### config.mk
export PLATFORM = sky130hd
export DESIGN_NAME = soft_watchdog
export DESIGN_NICKNAME = d
export VERILOG_FILES = /design/src/rtl/wdt_pkg.sv /design/src/rtl/wdt_regs.sv /design/src/rtl/wdt_service.sv /design/src/rtl/wdt_counter.sv /design/src/rtl/soft_watchdog.sv
export SDC_FILE = /design/constraint.sdc
export NUM_CORES = 1
export LEC_CHECK = 0
export BUFFER_PORTS_ARGS = -buffer_cell sky130_fd_sc_hd__buf_4
export CELL_PAD_IN_SITES_DETAIL_PLACEMENT = 0
export CELL_PAD_IN_SITES_GLOBAL_PLACEMENT = 1
export CORE_ASPECT_RATIO = 1.5
export CORE_MARGIN = 2
export CORE_UTILIZATION = 40
export DETAILED_ROUTE_END_ITERATION = 12
export HOLD_SLACK_MARGIN = 0.03
export PLACE_DENSITY = 0.8
export SKIP_CTS_REPAIR_TIMING = 1
export SLEW_MARGIN = 0
export SYNTH_ARGS = -nofsm -noshare
export SYNTH_HDL_FRONTEND = slang
export SYNTH_SLANG_ARGS = --single-unit
### constraint.sdc
create_clock -name clk -period 2.5 [get_ports clk]
set_clock_uncertainty 0.1 [all_clocks]
set_input_delay 0.5 -clock clk [delete_from_list [all_inputs] [get_ports clk]]
set_output_delay 0.5 -clock clk [all_outputs]
set_load 0.005 [all_outputs]
### src/rtl/wdt_pkg.sv
package wdt_pkg;

    localparam int unsigned DATA_W = 16;
    localparam int unsigned ADDR_W = 2;

    localparam logic [ADDR_W-1:0] REG_CTRL    = 2'd0;
    localparam logic [ADDR_W-1:0] REG_RELOAD  = 2'd1;
    localparam logic [ADDR_W-1:0] REG_SERVICE = 2'd2;

    localparam int unsigned CTRL_EN_BIT  = 0;
    localparam int unsigned CTRL_ACT_BIT = 1;

    localparam logic [DATA_W-1:0] KEY_ARM  = 16'h556C;
    localparam logic [DATA_W-1:0] KEY_FIRE = 16'hAA39;

    typedef enum logic {
        ACT_NMI   = 1'b0,
        ACT_RESET = 1'b1
    } wdt_action_e;

    typedef enum logic {
        SVC_IDLE  = 1'b0,
        SVC_ARMED = 1'b1
    } svc_state_e;

    typedef struct packed {
        logic        enable;
        wdt_action_e action;
    } wdt_ctrl_t;

    function automatic logic is_write_to(input logic en, input logic [ADDR_W-1:0] addr,
                                         input logic [ADDR_W-1:0] target);
        return en && (addr == target);
    endfunction

endpackage

### src/rtl/wdt_regs.sv
module wdt_regs
    import wdt_pkg::*;
#(
    parameter int unsigned CNT_W        = 16,
    parameter int unsigned RESET_RELOAD = 65535
) (
    input  logic              clk,
    input  logic              rst,
    input  logic              wr_en,
    input  logic [ADDR_W-1:0] wr_addr,
    input  logic [DATA_W-1:0] wr_data,
    output wdt_ctrl_t         ctrl,
    output logic [CNT_W-1:0]  reload
);

    always_ff @(posedge clk) begin
        if (rst) begin
            ctrl   <= '{enable: 1'b0, action: ACT_NMI};
            reload <= CNT_W'(RESET_RELOAD);
        end else begin
            if (is_write_to(wr_en, wr_addr, REG_CTRL)) begin
                ctrl.enable <= wr_data[CTRL_EN_BIT];
                if (!ctrl.enable) begin
                    ctrl.action <= wdt_action_e'(wr_data[CTRL_ACT_BIT]);
                end
            end
            if (is_write_to(wr_en, wr_addr, REG_RELOAD) && !ctrl.enable) begin
                reload <= wr_data[CNT_W-1:0];
            end
        end
    end

    // configuration frozen while the watchdog runs
    a_r9_reload_locked: assert property (@(posedge clk) disable iff (rst)
        $past(ctrl.enable) |-> $stable(reload));

    a_r9_action_locked: assert property (@(posedge clk) disable iff (rst)
        $past(ctrl.enable) |-> $stable(ctrl.action));

endmodule

### src/rtl/wdt_service.sv
module wdt_service
    import wdt_pkg::*;
(
    input  logic              clk,
    input  logic              rst,
    input  logic              wr_en,
    input  logic [ADDR_W-1:0] wr_addr,
    input  logic [DATA_W-1:0] wr_data,
    output logic              svc_hit
);

    svc_state_e state_q, state_d;
    logic       svc_wr;

    assign svc_wr  = is_write_to(wr_en, wr_addr, REG_SERVICE);
    assign svc_hit = svc_wr && (state_q == SVC_ARMED) && (wr_data == KEY_FIRE);

    always_comb begin
        state_d = state_q;
        if (svc_wr) begin
            if (wr_data == KEY_ARM) begin
                state_d = SVC_ARMED;
            end else begin
                state_d = SVC_IDLE;
            end
        end
    end

    always_ff @(posedge clk) begin
        if (rst) begin
            state_q <= SVC_IDLE;
        end else begin
            state_q <= state_d;
        end
    end

    // a completed service leaves the checker waiting for a fresh first key
    a_r7_rearm_needed: assert property (@(posedge clk) disable iff (rst)
        svc_hit |=> (state_q == SVC_IDLE));

endmodule

### src/rtl/wdt_counter.sv
module wdt_counter
    import wdt_pkg::*;
#(
    parameter int unsigned CNT_W     = 16,
    parameter int unsigned PRESC_DIV = 2048
) (
    input  logic             clk,
    input  logic             rst,
    input  logic             enable,
    input  wdt_action_e      action,
    input  logic [CNT_W-1:0] reload,
    input  logic             svc_hit,
    output logic             rst_req,
    output logic             nmi_req
);

    localparam int unsigned PW   = (PRESC_DIV > 1) ? $clog2(PRESC_DIV) : 1;
    localparam bit          POW2 = ((PRESC_DIV & (PRESC_DIV - 1)) == 0);

    logic [PW-1:0]    presc_q;
    logic [CNT_W-1:0] count_q;
    logic [CNT_W-1:0] eff_reload;
    logic             tick;

    assign eff_reload = (reload == '0) ? CNT_W'(1) : reload;

    generate
        if (POW2) begin : g_pow2_tick
            assign tick = &presc_q;
        end else begin : g_cmp_tick
            assign tick = (presc_q == PW'(PRESC_DIV - 1));
        end
    endgenerate

    always_ff @(posedge clk) begin
        if (rst) begin
            presc_q <= '0;
            count_q <= '0;
            rst_req <= 1'b0;
            nmi_req <= 1'b0;
        end else begin
            rst_req <= 1'b0;
            nmi_req <= 1'b0;
            if (!enable || svc_hit) begin
                presc_q <= '0;
                count_q <= eff_reload;
            end else begin
                presc_q <= tick ? '0 : presc_q + PW'(1);
                if (tick) begin
                    if (count_q <= CNT_W'(1)) begin
                        count_q <= eff_reload;
                        if (action == ACT_RESET) begin
                            rst_req <= 1'b1;
                        end else begin
                            nmi_req <= 1'b1;
                        end
                    end else begin
                        count_q <= count_q - CNT_W'(1);
                    end
                end
            end
        end
    end

    // one action per expiry, one cycle wide
    a_r8_one_action: assert property (@(posedge clk) disable iff (rst)
        $onehot0({rst_req, nmi_req}));

    a_r8_single_cycle: assert property (@(posedge clk) disable iff (rst)
        (rst_req || nmi_req) |=> !(rst_req || nmi_req));

    // counter restarts from the reload value on expiry
    a_r3_restart: assert property (@(posedge clk) disable iff (rst)
        (rst_req || nmi_req) |-> (count_q == eff_reload) && (presc_q == '0));

    // a completed service restarts the period
    a_r6_service_restart: assert property (@(posedge clk) disable iff (rst)
        svc_hit |=> (count_q == $past(eff_reload)) && (presc_q == '0));

    // no request while disabled
    a_r5_quiet_when_off: assert property (@(posedge clk) disable iff (rst)
        !enable |=> !(rst_req || nmi_req));

    // a service on the expiry edge suppresses the request
    a_r10_service_wins: assert property (@(posedge clk) disable iff (rst)
        svc_hit |=> !(rst_req || nmi_req));

endmodule

### src/rtl/soft_watchdog.sv
module soft_watchdog
    import wdt_pkg::*;
#(
    parameter int unsigned CNT_W        = 16,
    parameter int unsigned PRESC_DIV    = 2048,
    parameter int unsigned RESET_RELOAD = 65535
) (
    input  logic              clk,
    input  logic              rst,
    input  logic              wr_en,
    input  logic [ADDR_W-1:0] wr_addr,
    input  logic [DATA_W-1:0] wr_data,
    output logic              wdt_rst_req_o,
    output logic              wdt_nmi_req_o
);

    wdt_ctrl_t        ctrl;
    logic [CNT_W-1:0] reload;
    logic             svc_hit;

    wdt_regs #(
        .CNT_W        (CNT_W),
        .RESET_RELOAD (RESET_RELOAD)
    ) u_regs (
        .clk     (clk),
        .rst     (rst),
        .wr_en   (wr_en),
        .wr_addr (wr_addr),
        .wr_data (wr_data),
        .ctrl    (ctrl),
        .reload  (reload)
    );

    wdt_service u_service (
        .clk     (clk),
        .rst     (rst),
        .wr_en   (wr_en),
        .wr_addr (wr_addr),
        .wr_data (wr_data),
        .svc_hit (svc_hit)
    );

    wdt_counter #(
        .CNT_W     (CNT_W),
        .PRESC_DIV (PRESC_DIV)
    ) u_counter (
        .clk     (clk),
        .rst     (rst),
        .enable  (ctrl.enable),
        .action  (ctrl.action),
        .reload  (reload),
        .svc_hit (svc_hit),
        .rst_req (wdt_rst_req_o),
        .nmi_req (wdt_nmi_req_o)
    );

endmodule

== After elaboration in Yosys (flattened, before gate mapping) ==
Cells that the tools add are included.
Storage, ports and cells
  flip-flop bits (word level): 48
  output and inout port bits: 2
  word-level logic and storage cells: 40
Cells by class
  $add $sub $neg: 2
  $lt $le $gt $ge: 1
  eq/ne operators: 4
  muxes and demuxes: 7
  bitwise operators: 3
  reduce and logical (&&, ||, !) cells: 15
Operators with widths (count)
  16-bit 2-to-1 mux: 4
  16-bit by 15-bit equality test with 1-bit output (second input constant): 1
  16-bit equality test (second input constant): 1
  16-bit by 1-bit <= comparator with 1-bit output (second input constant): 1
  16-bit logical NOT: 1
  16-bit by 1-bit subtractor with 16-bit output (second input constant): 1
  11-bit by 1-bit adder with 11-bit output (second input constant): 1
  11-bit AND reduction: 1
  1-bit logical AND: 6
  4-bit OR reduction: 1
  1-bit 2-to-1 mux: 3
  1-bit inverter: 3
  3-bit OR reduction: 1
  2-bit by 1-bit equality test with 1-bit output (second input constant): 1
  2-bit equality test (second input constant): 1
  2-bit logical NOT: 1
  2-bit AND reduction: 1
  2-bit nonzero test: 1
  1-bit logical NOT: 1
  1-bit logical OR: 1

== Depth between registers and ports, before layout ==
  word-level depth: 6
  depth in mapped cells: 9
  gate-level depth less buffers: 8

== By module ==
Synthesis repeated with hierarchy kept, for this count alone.
Unflattened totals
  cells, all modules: 303
  area total of the unflattened synthesis: 2598.7 µm²
By module, submodules not included
  wdt_counter: instances 1, cells an instance 207, area each 1700.4 µm², sequential area each 580.6 µm²
  wdt_regs: instances 1, cells an instance 81, area each 762.0 µm², sequential area each 360.3 µm²
  wdt_service: instances 1, cells an instance 15, area each 136.4 µm², sequential area each 20.0 µm²

== Least setup slack after synthesis ==
No wires, ideal clock.
  path type: input -> register
  start: input port wr_data[1]
  end: register u_counter.count_q[9]
  setup time: 0.127 ns
  arrival time: 1.931 ns
  data required time: 2.273 ns
  path slack: 0.342 ns
  cell stages on the path: 6
  path buffers: 0
  cell sequence: nor4bb_1 > nand4_1 > o21ai_0 > nor2_1 > and3_1 > or3_1
On the way
  word-level cells in the longest chain between the ends: 4
RTL lines
  from (decl): line soft_watchdog.sv:12  | input logic [DATA_W-1:0] wr_data,
  16-bit equality test *: line wdt_service.sv:16  | assign svc_hit = svc_wr && (state_q == SVC_ARMED) && (wr_data == KEY_FIRE);
  1-bit logical AND *: line wdt_service.sv:16
  1-bit logical OR *: line wdt_counter.sv:44  | if (!enable || svc_hit) begin
  16-bit 2-to-1 mux or 2-bit nonzero test (tied branches)
  to (signal assigned): line wdt_counter.sv:46  | count_q <= eff_reload;
  to (signal assigned): line wdt_counter.sv:51  | count_q <= eff_reload;
  to (signal assigned): line wdt_counter.sv:58  | count_q <= count_q - CNT_W'(1);
  to (decl): line wdt_counter.sv:21  | logic [CNT_W-1:0] count_q;
Every way passes the cells marked *; elsewhere a longest branch is shown, timed or not.
A chain may end at the register's enable or synchronous reset.

== Worst setup path after layout ==
  start: register u_counter.count_q[10]
  end: register u_counter.count_q[9]
On the way
  word-level cells in the longest chain between the ends: 4
RTL lines
  16-bit by 1-bit <= comparator with 1-bit output: line wdt_counter.sv:50  | if (count_q <= CNT_W'(1)) begin
  16-bit 2-to-1 mux: line wdt_counter.sv:50
  16-bit 2-to-1 mux: line wdt_counter.sv:49  | if (tick) begin
  16-bit 2-to-1 mux: line wdt_counter.sv:44
No other way between the ends. The select of a mux whose other input is x is not followed.

==> metrics.txt <==
outcome finished clean; Worst setup SP type flip-flop; busiest layer in global routing met2; Die X-Extent 67.4 µm; routing usage on met1 approximately a fifth; Synth top area share 39.9%; Max Cap Viol 0; area leader, netlist dfxtp_1; setup TNS 0 ns; Initial DRC Count 70; synthesized flop and latch total between 40 and 50; GR met2 Demand/Resource a little over a third; antenna fix cells 0; Total GRT Usage between 10% and 20%; area of the multi-input gates between 1000 and 1500 µm²; Mapped Nets 324; drt drc 0; CP max-delay cell or3_4; M3 GR Usage under 10%; placed standard-cell area between 2000 and 3000 µm²; WP data arrival between 2 and 2.5 ns; CP cell instances or3_4 -> or3_4 -> nor2_4 -> o21ai_2 -> and3_1 -> or3_1; unrepaired setup endpoints after global routing false; largest net degree at the start of global routing 17; Chip Height between 90 and 100 µm; routability cong. ~0.85; Fill cells 592; Logic pwr share between 10% and 20%; Distinct cells, synth 53; most used cell, CP or3_4; crit path to u_counter.count_q[9]$_SDFFE_PP0P_; Starting Density approximately two fifths; CTS tree yes; sequential share of power between 50% and 60%; crit path kind flip-flop to flip-flop; Top Ports 23; layout cells sized above 1 between 15 and 20%; Max VDD drop around 260 µV; Worst-path clk slew around 0.090 ns; Core Area 5830 µm²; CP max FO 11; fin area approximately 2800 µm²; vias in the first global route 2,246; Final nets ~350; CP Launch Point u_counter.count_q[10]$_SDFFE_PP0P_; R2R setup slack between 0.2 and 0.25 ns; post-synthesis cell area around 2400 µm²; first-pass GRT wire length approximately 10 mm; Hold Vio Cnt, Final 0; Post-DRT Antenna Nets 0; hold slack 0.310 ns; Synth area leaders dfxtp_1 (40%), nand2_1 (7.3%), nand3_1 (6.2%); CTS HTree Levels 2; post-synthesis sequential area ratio roughly two fifths; fin crit share 90.8%; Port Buf Inserts 22; Root Buffer clkbuf_8; Fmax about 440 MHz; Clock Latency Late Sink 0.31 ns; HP Class primary input to flip-flop; CTS Buf Count 5; Register Area about 960 µm²; r2r worst-path depth 6; worst rel slew slack 60.5%; yosys warns 0; slowest stage delay, CP around 0.42 ns; worst slew pin tran about 0.6 ns; PwrDens around 540 nW/µm²; Area growth syn-to-layout 15.5%; Critical Path End Type flip-flop; clock sink count between 40 and 50; post-layout minimum cycle time about 2.3 ns; worst r2r src u_counter.count_q[10]$_SDFFE_PP0P_; final setup fails 0; vias per cell about 5.5; Max Slew Vio Count 0; initial antenna violation count 0; Syn Inst Count 300; Die Area approximately 6700 µm²; Detailed Place HPWL 4.78 mm; switching power of the nets between 0.4 and 0.5 mW; Int Pwr about 1.1 mW; WL/cell 15.4 µm; syn avg cell area about 8 µm²; Req. time, crit path roughly 2.6 ns; sw frac 27.1%; drt first pass iters 4; num rows 34; final wirelength ~6.2 mm; share of total power in the clock network 31.0%; via count between 2,000 and 2,500; Lkg Pwr approximately 1.1 nW; clock buffer depth 2; Overflow after GRT 0; FF-to-FF End u_counter.count_q[9]$_SDFFE_PP0P_
## Yosys cell counts (all sizes together)
| cell | instances |
|---|---|
| xnor2 | 4 |
| a211oi | 1 |
| nor2b | 1 |
| ha | 3 |
| a32oi | 3 |
| mux2i | 3 |
| xor2 | 10 |
| or2 | 1 |
| o21ba | 1 |
| dfxtp | 48 |
| and3 | 4 |
| o31ai | 1 |
| a21oi | 7 |
| a41o | 1 |
| o21ai | 16 |
| nor3b | 3 |
| nand3b | 1 |
| o21a | 1 |
| and2 | 3 |
| clkbuf | 9 |
| and3b | 2 |
| nand2b | 2 |
| nor2 | 37 |
| a31oi | 2 |
| nor3 | 10 |
| nand4 | 8 |
| nand2 | 48 |
| a311oi | 3 |
| nor4 | 7 |
| and4 | 2 |
| nor4b | 1 |
| or3 | 3 |
| o211ai | 3 |
| a22o | 1 |
| nand3 | 30 |
| inv | 7 |
| o21bai | 2 |
| buf | 3 |
| o31a | 1 |
| a211o | 1 |
| nor4bb | 5 |
| a22oi | 1 |
## worst max-delay path, delay by kind of cell, from the launching register on
kind,cells,cell delay (ns)
flip-flops,1,0.36
AO/OA/AOI/OAI,1,0.09
AND/OR/NAND/NOR,5,1.61
## routing by layer
layer / wire (µm) / part of all wire, %
met3: 228 / 3.7
met5: 0 / 0
met1: 2510 / 41
met2: 3200 / 52
met4: 253 / 4.1
## cells by family after synthesis
logic type               after synthesis  share of synthesized area [%]
buffers and inverters                 19                           3.48
flip-flops                            48                           39.9
AO/OA/AOI/OAI                         45                           12.6
AND/OR/NAND/NOR                      168                           36.1
XOR/XNOR                              14                           5.09
multiplexers                           3                           1.25
adder cells (fa/ha/maj)                3                           1.56
## area by class of cell
cell class	instances	share of cell area, %
Clock buffer	7	2.74
Sequential cell	48	34.5
Clock inverter	1	0.315
Timing Repair Buffer	34	9.17
Multi-Input combinational cell	233	49.1
Inverter	7	0.944
Tap cell	72	3.24
## sequential cells by signal (all words and copies together) (netlist names)
signal / count
u_counter.count_q: 16
u_regs.reload: 16
u_counter.presc_q: 11
u_regs.ctrl: 2
u_counter.nmi_req: 1
u_counter.rst_req: 1
u_service.state_q: 1
## power groups by stage
stage                     clock network, mW  registers, mW  logic (mW)
after floorplan                           0          0.851       0.118
after global placement                    0          0.862       0.190
after detailed placement                  0          0.863       0.190
after CTS                             0.479          0.845       0.191
after global routing                  0.517          0.852       0.212
final                                 0.466          0.846       0.190
## stage by stage
stage	util [%]	power, mW	worst slack [ns]	cells
after floorplan	-	0.969	0.342	300
after global placement	46.3	1.05	0.150	394
after detailed placement	46.3	1.05	0.151	394
after CTS	47.7	1.52	0.229	402
after global routing	47.7	1.58	0.0617	402
final	47.7	1.50	0.229	402
## cells in the final DEF (no fill, tap or decap), types with 6 or more instances in the layout
| cell type | count |
|---|---|
| buf_4 | 34 |
| nand2_1 | 47 |
| nand4_1 | 7 |
| nor4_1 | 6 |
| nand3_1 | 30 |
| a21oi_1 | 7 |
| dfxtp_1 | 48 |
| inv_1 | 7 |
| o21ai_0 | 15 |
| nor2_1 | 36 |
| nor3_1 | 8 |
| xor2_1 | 10 |
## worst min path at each step
stage / startpoint / endpoint / slack (ns) / depth (start not counted)
global route: wr_data[3] / u_regs.reload[3]$_SDFFE_PP1P_ / 0.31 / 3
global placement: u_counter.presc_q[0]$_SDFF_PP0_ / u_counter.presc_q[0]$_SDFF_PP0_ / 0.35 / 1
finish: wr_data[5] / u_regs.reload[5]$_SDFFE_PP1P_ / 0.31 / 3
CTS: wr_data[3] / u_regs.reload[3]$_SDFFE_PP1P_ / 0.31 / 3
floorplan: u_regs.ctrl[0]$_SDFFE_PP0P_ / u_counter.nmi_req$_SDFF_PP0_ / 0.32 / 1
detailed placement: u_counter.presc_q[0]$_SDFF_PP0_ / u_counter.presc_q[0]$_SDFF_PP0_ / 0.36 / 1
No activity file was read; power rests on OpenSTA's default activity.
